[config.mk]
export PLATFORM = sky130hd
export DESIGN_NAME = bkpt_addr_match
export DESIGN_NICKNAME = d
export VERILOG_FILES = /design/src/rtl/bkpt_pkg.sv /design/src/rtl/bkpt_trig_cmp.sv /design/src/rtl/bkpt_prio_enc.sv /design/src/rtl/bkpt_addr_match.sv
export SDC_FILE = /design/constraint.sdc
export NUM_CORES = 1
export LEC_CHECK = 0
export CAP_MARGIN = 20
export CORE_AREA = 2 2 130 132
export DETAILED_ROUTE_END_ITERATION = 10
export DIE_AREA = 0 0 132 134
export PLACE_DENSITY = 0.63
export REMOVE_ABC_BUFFERS = 1
export SYNTH_ARGS = -nofsm -noshare
export SYNTH_HDL_FRONTEND = slang
export SYNTH_SLANG_ARGS = --single-unit
[constraint.sdc]
create_clock -name clk -period 0.8 [get_ports clk]
set_input_delay 0.12 -clock clk [delete_from_list [all_inputs] [get_ports clk]]
set_output_delay 0.12 -clock clk [all_outputs]
set_load 0.1 [all_outputs]
[src/rtl/bkpt_pkg.sv]
package bkpt_pkg;
  localparam logic [3:0] FLAV_CLASSIC = 4'd2;
  localparam logic [3:0] FLAV_NEWER   = 4'd6;

  localparam logic [1:0] PRIV_U = 2'd0;
  localparam logic [1:0] PRIV_S = 2'd1;
  localparam logic [1:0] PRIV_M = 2'd3;

  // Privilege gate: usm = {M, S, U} enables, vsu = {VS, VU} enables.
  function automatic logic priv_gate(input logic [2:0] usm, input logic [1:0] vsu,
                                     input logic newer, input logic [1:0] prv,
                                     input logic vmode);
    logic ok;
    ok = 1'b0;
    if (vmode) begin
      if (newer) begin
        case (prv)
          PRIV_U:  ok = vsu[0];
          PRIV_S:  ok = vsu[1];
          default: ok = 1'b0;
        endcase
      end
    end else begin
      case (prv)
        PRIV_U:  ok = usm[0];
        PRIV_S:  ok = usm[1];
        PRIV_M:  ok = usm[2];
        default: ok = 1'b0;
      endcase
    end
    return ok;
  endfunction

  // Access-kind gate: rwx = {exec, store, load}.
  function automatic logic kind_gate(input logic [2:0] rwx, input logic ex_hit,
                                     input logic dat_hit, input logic is_st);
    return (rwx[2] & ex_hit) | (rwx[0] & dat_hit & ~is_st) | (rwx[1] & dat_hit & is_st);
  endfunction
endpackage

[src/rtl/bkpt_trig_cmp.sv]
module bkpt_trig_cmp
  import bkpt_pkg::*;
#(
  parameter int XLEN = 32
) (
  input  logic [XLEN-1:0] ctrl,
  input  logic [XLEN-1:0] cmp,
  input  logic            pc_valid,
  input  logic [XLEN-1:0] pc,
  input  logic            mem_valid,
  input  logic            mem_is_store,
  input  logic [XLEN-1:0] mem_addr,
  input  logic [1:0]      priv,
  input  logic            virt,
  output logic            hit
);
  localparam int FLAV_LSB = XLEN - 4;

  logic [3:0] flavour;
  logic       is_classic, is_newer, action_ok, priv_ok, kind_ok;
  logic       pc_eq, mem_eq;
  logic       unused_bits;

  assign flavour    = ctrl[XLEN-1:FLAV_LSB];
  assign is_classic = (flavour == FLAV_CLASSIC);
  assign is_newer   = (flavour == FLAV_NEWER);
  assign action_ok  = (ctrl[15:12] == 4'd0);

  assign pc_eq  = pc_valid && (pc == cmp);
  assign mem_eq = mem_valid && (mem_addr == cmp);

  assign priv_ok = priv_gate({ctrl[6], ctrl[4], ctrl[3]}, ctrl[24:23], is_newer, priv, virt);
  assign kind_ok = kind_gate(ctrl[2:0], pc_eq, mem_eq, mem_is_store);

  assign hit = (is_classic | is_newer) & action_ok & priv_ok & kind_ok;

  assign unused_bits = ^{ctrl[FLAV_LSB-1:25], ctrl[22:16], ctrl[11:7], ctrl[5]};
endmodule

[src/rtl/bkpt_prio_enc.sv]
module bkpt_prio_enc #(
  parameter int NUM   = 4,
  parameter int IDX_W = 2
) (
  input  logic             clk,
  input  logic             rst_n,
  input  logic [NUM-1:0]   req,
  output logic             any,
  output logic [IDX_W-1:0] idx
);
  always_comb begin
    idx = '0;
    for (int i = NUM - 1; i >= 0; i--) begin
      if (req[i]) idx = IDX_W'(i);
    end
  end
  assign any = |req;

  AST_LOWEST_WINS: assert property (@(posedge clk) disable iff (!rst_n)
    any |-> (req[idx] && ((req & ((NUM'(1) << idx) - NUM'(1))) == '0)));
endmodule

[src/rtl/bkpt_addr_match.sv]
module bkpt_addr_match
  import bkpt_pkg::*;
#(
  parameter int NUM_TRIG = 4,
  parameter int XLEN     = 32,
  localparam int IDX_W   = (NUM_TRIG > 1) ? $clog2(NUM_TRIG) : 1
) (
  input  logic                          clk,
  input  logic                          rst_n,
  input  logic [NUM_TRIG-1:0][XLEN-1:0] trig_ctrl,
  input  logic [NUM_TRIG-1:0][XLEN-1:0] trig_cmp,
  input  logic                          pc_valid,
  input  logic [XLEN-1:0]               pc,
  input  logic                          mem_valid,
  input  logic                          mem_is_store,
  input  logic [XLEN-1:0]               mem_addr,
  input  logic [1:0]                    priv,
  input  logic                          virt,
  output logic                          bkpt_fire,
  output logic [IDX_W-1:0]              bkpt_idx
);
  logic [NUM_TRIG-1:0] hit_vec;
  logic                hit_any;
  logic [IDX_W-1:0]    hit_idx;

  for (genvar g = 0; g < NUM_TRIG; g++) begin : g_trig
    bkpt_trig_cmp #(.XLEN(XLEN)) u_cmp (
      .ctrl(trig_ctrl[g]), .cmp(trig_cmp[g]),
      .pc_valid(pc_valid), .pc(pc),
      .mem_valid(mem_valid), .mem_is_store(mem_is_store), .mem_addr(mem_addr),
      .priv(priv), .virt(virt), .hit(hit_vec[g])
    );

    AST_FOREIGN_SILENT: assert property (@(posedge clk) disable iff (!rst_n)
      (trig_ctrl[g][XLEN-1:XLEN-4] != FLAV_CLASSIC && trig_ctrl[g][XLEN-1:XLEN-4] != FLAV_NEWER)
        |-> !hit_vec[g]);
    AST_CLASSIC_VIRT: assert property (@(posedge clk) disable iff (!rst_n)
      (virt && trig_ctrl[g][XLEN-1:XLEN-4] == FLAV_CLASSIC) |-> !hit_vec[g]);
    AST_ACTION_ZERO: assert property (@(posedge clk) disable iff (!rst_n)
      (trig_ctrl[g][15:12] != 4'd0) |-> !hit_vec[g]);
  end

  bkpt_prio_enc #(.NUM(NUM_TRIG), .IDX_W(IDX_W)) u_enc (
    .clk(clk), .rst_n(rst_n), .req(hit_vec), .any(hit_any), .idx(hit_idx)
  );

  always_ff @(posedge clk or negedge rst_n) begin
    if (!rst_n) begin
      bkpt_fire <= 1'b0;
      bkpt_idx  <= '0;
    end else begin
      bkpt_fire <= hit_any;
      bkpt_idx  <= hit_any ? hit_idx : '0;
    end
  end

  AST_IDLE_NO_HIT: assert property (@(posedge clk) disable iff (!rst_n)
    (!pc_valid && !mem_valid) |-> (hit_vec == '0));
  AST_PRIV_RESERVED: assert property (@(posedge clk) disable iff (!rst_n)
    (priv == 2'd2) |-> (hit_vec == '0));
  AST_FIRE_FOLLOWS: assert property (@(posedge clk) disable iff (!rst_n)
    (|hit_vec) |=> (bkpt_fire && bkpt_idx == $past(hit_idx)));
  AST_QUIET_FOLLOWS: assert property (@(posedge clk) disable iff (!rst_n)
    !(|hit_vec) |=> (!bkpt_fire && bkpt_idx == '0));
endmodule

==> metrics.csv, run 1 <==
metric,value,unit
dr_total_vias,4823,
die_y,134,µm
critical_path_required,0.91,ns
antenna_found_initial,1,
p_leak,3.46,nW
crit_path_max_incr_delay,0.29,ns
synth_mux_area_share,3.05,%
yosysMostFrequentCell,xnor2_1,
synthAdderAreaFrac,0,%
firstDrtPassIters,5,
netlist_area,3280,µm²
pin_count,331,
cts_tree,yes,
yosysUniqueCellTypes,30,
period_share,212,%
yosysTopAreaCell,xnor2_1,
grt_pass1_vias,5176,
cts.clk_slew.worst_paths,0.03,ns
hold_class,input port to asynchronous set/reset pin,
setup_viol,6,
crit_path_max_fanout,3,
rsz0062_at_grt,yes,
total_power,5.34,mW
max-cap-violations,0,
grt_start_max_net_pins,12,
hold_viol,0,
port_buffers,266,
syn_area_per_cell,8.00,µm²
cts_htree_levels,1,
dieArea,17700,µm²
p_per_area,655,nW/µm²
wirelength,22.3,mm
fmax,0.590,GHz
setup_slack,-0.896,ns
ys_ff_latch,3,
cts_buffer_depth,2,
drtAntennaViolNets,0,
synth_compound_area_share,3.47,%
violations,setup timing,
synth_ff_type,dfrtp_1,
synth_top_family_by_area,XOR/XNOR gates,
post-route-min-period,1.70,ns
drt_iter0_markers,292,
rows,47,
cp.arrival,1.81,ns
route.detailed.drc,0,
hold_buffers,0,
hold_ws,0.0772,ns
yosys-top-cells-area,"xnor2_1 (36%), xor2_1 (33%), nor4_1 (7.2%), nand4_1 (7.1%), mux2i_1 (3.1%)",
timing_worst_setup_path_type,input port to flop,
crit_path_end_kind,flop,
slowest_stage,nor4_1,
root_buffer,clkbuf_16,
start_kind,input port,
area_growth,149,%
synth_common_cells,"xnor2_1 (133), xor2_1 (122), nor4_1 (38)",
track_usage,24.1,%
nNetsFinal,1153,
slew_headroom,74.7,%
irDropWorstVdd,0.333,mV
synth_top_area_share,35.5,%
run_status,finished with violations,
syn_inst,410,
grt_pass1_wl,31.4,mm
fill_cells,1591,
grt.overflow.total,0,
worst_pin_slew,0.375,ns
die_w,132,µm
synth_warnings,0,
wl_per_cell,21.4,µm
drv_slew,0,
cts_buffers,3,
synth_edf_count,0,
path_cells,"clkdlybuf4s15_1, buf_6, xor2_1, nor4_1, nand4_1, nor3_4, o2111ai_2, and2_4, nor2b_4",
layout-drive-gt1-share,43.3,%
multi_input_area,4100,µm²
gp_congestion,0.953,
synth-simple-area-share,21.7,%
numClockSinks,3,
register_area,75.1,µm²
viasPerCell,4.61,
ys_async_sr_fraction,100,%
ys_seq_area_share,2.29,%
setup-tns-final,-2.86,ns
initial_utilization,20.1,%
coreArea,16300,µm²
hpwlAfterDp,19.8,mm
synth-xor-area-share,68.6,%
## metrics by stage
step | cell area, µm² | instances | utilization (%) | setup slack, ns
2_1_floorplan | 3260 | 406 | - | -0.701
3_3_place_gp | 7280 | 1033 | 44.7 | -1.64
3_5_place_dp | 7280 | 1033 | 44.7 | -1.65
4_1_cts | 8070 | 1043 | 49.5 | -0.876
5_1_grt | 8160 | 1045 | 50.1 | -0.918
6_report | 8160 | 1046 | 50.1 | -0.896
## worst max-delay path by stage
stage                                  to  slack, ns  cells past startpoint    startpoint
CTS                 bkpt_idx[1]$_DFF_PN0_      -0.88                      9  trig_cmp[37]
global route        bkpt_idx[0]$_DFF_PN0_      -0.92                      9  mem_addr[23]
floorplan           bkpt_idx[1]$_DFF_PN0_      -0.70                      7         pc[5]
finish              bkpt_idx[1]$_DFF_PN0_      -0.90                      9        pc[11]
global placement    bkpt_idx[1]$_DFF_PN0_      -1.64                      9  mem_addr[21]
detailed placement  bkpt_idx[1]$_DFF_PN0_      -1.65                      9  mem_addr[21]
## layer usage
metal  vias up  wire, µm  track usage (%)
met3        30      1670             3.82
li1       2272         -                -
met4         0       491             5.86
met5         -         0                0
met1      2273      9320             31.5
met2       248     10900             41.6
## registers in the layout, summed over array words and instances (netlist names)
| register | cells |
|---|---|
| bkpt_fire | 1 |
| bkpt_idx | 2 |
## cells in the final DEF, fill, tap and decap left out, drive strengths merged
| master | netlist | routed |
|---|---|---|
| nor3 | 10 | 10 |
| dlymetal6s2s | 0 | 1 |
| xor2 | 122 | 122 |
| and2 | 1 | 1 |
| mux2i | 10 | 10 |
| nand4 | 37 | 37 |
| xnor2 | 134 | 134 |
| dlygate4sd2 | 0 | 88 |
| clkdlybuf4s15 | 0 | 55 |
| buf | 2 | 187 |
| nor2b | 2 | 2 |
| nor2 | 3 | 3 |
| diode | 0 | 2 |
| o21ai | 5 | 5 |
| clkbuf | 2 | 17 |
| nor4b | 4 | 4 |
| o2111ai | 3 | 3 |
| dfrtp | 3 | 3 |
| nand2 | 7 | 7 |
| inv | 1 | 1 |
| clkdlybuf4s50 | 0 | 70 |
| a21boi | 1 | 1 |
| nand2b | 3 | 3 |
| o211ai | 1 | 1 |
| nand3 | 11 | 11 |
| nor4 | 38 | 38 |
| o22ai | 2 | 2 |
| or4 | 1 | 1 |
| a31oi | 4 | 4 |
| a21oi | 2 | 2 |
| or2 | 1 | 1 |
## critical path: cells and delay by family
family / cells / cell delay (ns)
xor gates and xnor gates: 1 / 0.17
AOI/OAI and AO/OA: 1 / 0.15
and+or+nand+nor: 5 / 1.01
buffers and inverters: 2 / 0.35
## cell type report
type,instances,share of cell area [%]
well taps,220,3.37
diodes,2,0.0613
flip-flops and latches,3,0.920
multi-input cells,402,50.2
repair buffers,414,44.4
inverters,1,0.0460
clock buffers,4,0.966
## cells by family (layout without fill, tap and decap cells)
kind of cell,after synthesis,count (layout)
xor gates and xnor gates,256,256
and+or+nand+nor,118,118
AOI/OAI and AO/OA,18,18
muxes,10,10
buffers and inverters,5,419
DFF,3,3
other,0,2
## where the power goes
part | internal (mW) | total (mW) | switching, mW
combinational | 2.38 | 4.38 | 2.00
sequential | 0.153 | 0.153 | 0.000000000000680
clock | 0.659 | 0.806 | 0.148
total | 3.20 | 5.34 | 2.15
## what timing repair did
| action | CTS | global route |
|---|---|---|
| pin swaps | 112 | 29 |
| setup endpoints to repair | 6 | 6 |
| setup buffers | 6 | 1 |
| gates resized for setup | 525 | 57 |
| hold endpoints to repair | 0 | 0 |
Note: power is estimated with default switching activity, not from simulation.
==> run 2: changes to the inputs <==
--- a/config.mk
+++ b/config.mk
@@ -5,10 +5,10 @@
 export SDC_FILE = /design/constraint.sdc
 export NUM_CORES = 1
 export LEC_CHECK = 0
-export CAP_MARGIN = 20
 export CORE_AREA = 2 2 130 132
 export DETAILED_ROUTE_END_ITERATION = 10
 export DIE_AREA = 0 0 132 134
+export MAX_ROUTING_LAYER = met4
 export PLACE_DENSITY = 0.63
 export REMOVE_ABC_BUFFERS = 1
 export SYNTH_ARGS = -nofsm -noshare
==> run 2 against run 1 <==
  * The flow still finishes with violations (setup timing)
  * Die area is the same
  * Combinational power up 4%
  * Sequential share of layout area is essentially flat
  * Critical endpoint unchanged
  * Routed wire length grew 0.57%
  * Critical path depth decreased by 1
  * Largest cell class unchanged
  * Clock power is 2.5% higher
  * Hold slack worse by 0.0090 ns
==> metrics.csv, run 2 (synthesis gave the netlist of run 1 again) <==
metric,value,unit,change
total_power,5.54,mW,+3.6%
post-route-min-period,1.69,ns,-0.00984 ns
viasPerCell,4.57,,-0.96%
fin_cells,1048,,+0.19%
top_register,bkpt_idx,,
path_cells,"dlygate4sd2_1, xor2_1, nor4_1, nand2_1, nor4_2, o2111ai_2, and2_4, nor2b_4",,
cts_htree_levels,1,,unchanged
wirelength,22.5,mm,+0.57%
setup_slack,-0.886,ns,+0.00984 ns
route.detailed.drc,0,,unchanged
track_usage,24.8,%,+0.68 points
crit_path_max_fanout,2,,-1
grt_start_max_net_pins,12,,unchanged
root_buffer,clkbuf_16,,
fmax,0.593,GHz,+0.58%
gp_congestion,0.959,,+0.64%
violations,setup timing,,
pin_count,331,,unchanged
grt.overflow.total,0,,unchanged
p_leak,3.65,nW,+5.5%
met3_usage,3.59,%,-0.23 points
worst_pin_slew,0.378,ns,+0.00368 ns
rows,47,,unchanged
drt_iter0_markers,286,,-2.1%
hold_buffers,0,,unchanged
period_share,211,%,-1.2 points
antenna_found_initial,1,,unchanged
nNetsFinal,1155,,+0.17%
top_regs,"bkpt_idx (2), bkpt_fire (1)",,
grt_util_met2,41.8,%,+0.12 points
met1_usage,31.7,%,+0.19 points
die_w,132,µm,unchanged
cts.clk_slew.worst_paths,0.03,ns,about the same
drtAntennaViolNets,0,,unchanged
hpwlAfterDp,19.7,mm,-0.24%
numClockSinks,3,,unchanged
slowest_stage,nor4_1,,
layout-drive-gt1-share,48.7,%,+5.3 points
crit_path_end_kind,flop,,
critical_path_required,0.92,ns,about the same
timing_worst_setup_path_type,input port to flop,,
initial_utilization,20.1,%,unchanged
setup_viol,6,,unchanged
cts_buffers,3,,unchanged
rsz0062_at_grt,yes,,
drv_slew,0,,unchanged
wl_per_cell,21.4,µm,+0.38%
fill_cells,1550,,-2.6%
grt_pass1_wl,30.9,mm,-1.6%
die_y,134,µm,unchanged
final_cell_mix,"buf_4 (118), xor2_1 (90), xnor2_1 (77)",,
dieArea,17700,µm²,unchanged
final_core_util,51.5,%,+1.4 points
dr_total_vias,4786,,-0.77%
p_per_area,660,nW/µm²,+0.81%
place_inst,1034,,+0.097%
irDropWorstVdd,0.505,mV,+52%
grt_pass1_vias,5008,,-3.2%
firstDrtPassIters,4,,-1
largest_reg_flops,2,,unchanged
busiest_layer,met2,,
cp.arrival,1.80,ns,about the same
final_common_cell,buf_4,,
run_status,finished with violations,,
hold_class,input port to asynchronous set/reset pin,,
slew_headroom,74.4,%,-0.25 points
max-cap-violations,0,,unchanged
setup-tns-final,-2.86,ns,-0.00235 ns
cts_buffer_depth,2,,unchanged
area_growth,156,%,
cts_tree,yes,,
multi_input_area,4390,µm²,+7.1%
start_kind,input port,,
hold_viol,0,,unchanged
register_area,75.1,µm²,unchanged
port_buffers,266,,unchanged
coreArea,16300,µm²,unchanged
crit_path_max_incr_delay,0.30,ns,about the same
[run 2: final cells by class]
class	count	share of cell area, %
multi-input cells	402	52.3
repair buffers	416	42.5
well taps	220	3.28
clock buffers	4	0.940
flip-flops and latches	3	0.895
diodes	2	0.0597
inverters	1	0.0447
[run 2: where the power goes]
group	switching (mW)	total [mW]	leakage (nW)	internal [mW]
combinational	2.10	4.56	3.57	2.45
clock	0.166	0.826	0.0382	0.660
sequential	0.000000000000683	0.153	0.0419	0.153
[run 2: how the worst max path moves through the flow]
stage / endpoint / start / slack, ns
6_report: bkpt_idx[1]$_DFF_PN0_ / trig_cmp[18] / -0.89
3_3_place_gp: bkpt_idx[1]$_DFF_PN0_ / trig_cmp[1] / -1.69
5_1_grt: bkpt_idx[1]$_DFF_PN0_ / trig_cmp[18] / -0.98
3_5_place_dp: bkpt_idx[1]$_DFF_PN0_ / trig_cmp[1] / -1.73
2_1_floorplan: bkpt_idx[1]$_DFF_PN0_ / pc[5] / -0.70
4_1_cts: bkpt_idx[1]$_DFF_PN0_ / trig_cmp[37] / -0.85
[run 2: per-layer routing]
metal  vias up  share of wire (%)
met5         -                  0
met4         0                2.1
met3        31                6.5
met2       205                 49
met1      2282                 42
li1       2268                  -
[run 2: per-stage QoR]
stage	setup slack, ns	area, µm²	hold slack [ns]
6_report	-0.886	8390	0.0682
5_1_grt	-0.980	8390	0.0759
4_1_cts	-0.849	7950	0.0724
3_5_place_dp	-1.73	7290	0.312
3_3_place_gp	-1.69	7290	0.315
2_1_floorplan	-0.701	3260	-0.176
[run 2: worst max-delay path, delay by kind of cell]
kind            cells  cell delay, ns
compound gates      1            0.20
simple gates        5            0.99
buf+inv             1            0.28
xor+xnor            1            0.21
[run 2: what timing repair did]
action                     CTS  global route
pin swaps                   95            78
gates resized for setup    474           207
buffers inserted             7             2
setup endpoints to repair    6             6
==> run 3: changes to the inputs <==
--- a/config.mk
+++ b/config.mk
@@ -6,6 +6,7 @@
 export NUM_CORES = 1
 export LEC_CHECK = 0
 export CORE_AREA = 2 2 130 132
+export CTS_CLUSTER_SIZE = 10
 export DETAILED_ROUTE_END_ITERATION = 10
 export DIE_AREA = 0 0 132 134
 export MAX_ROUTING_LAYER = met4
==> results of run 3 <==
Same layout as run 2: the final DEF is identical, and so are final timing and power.
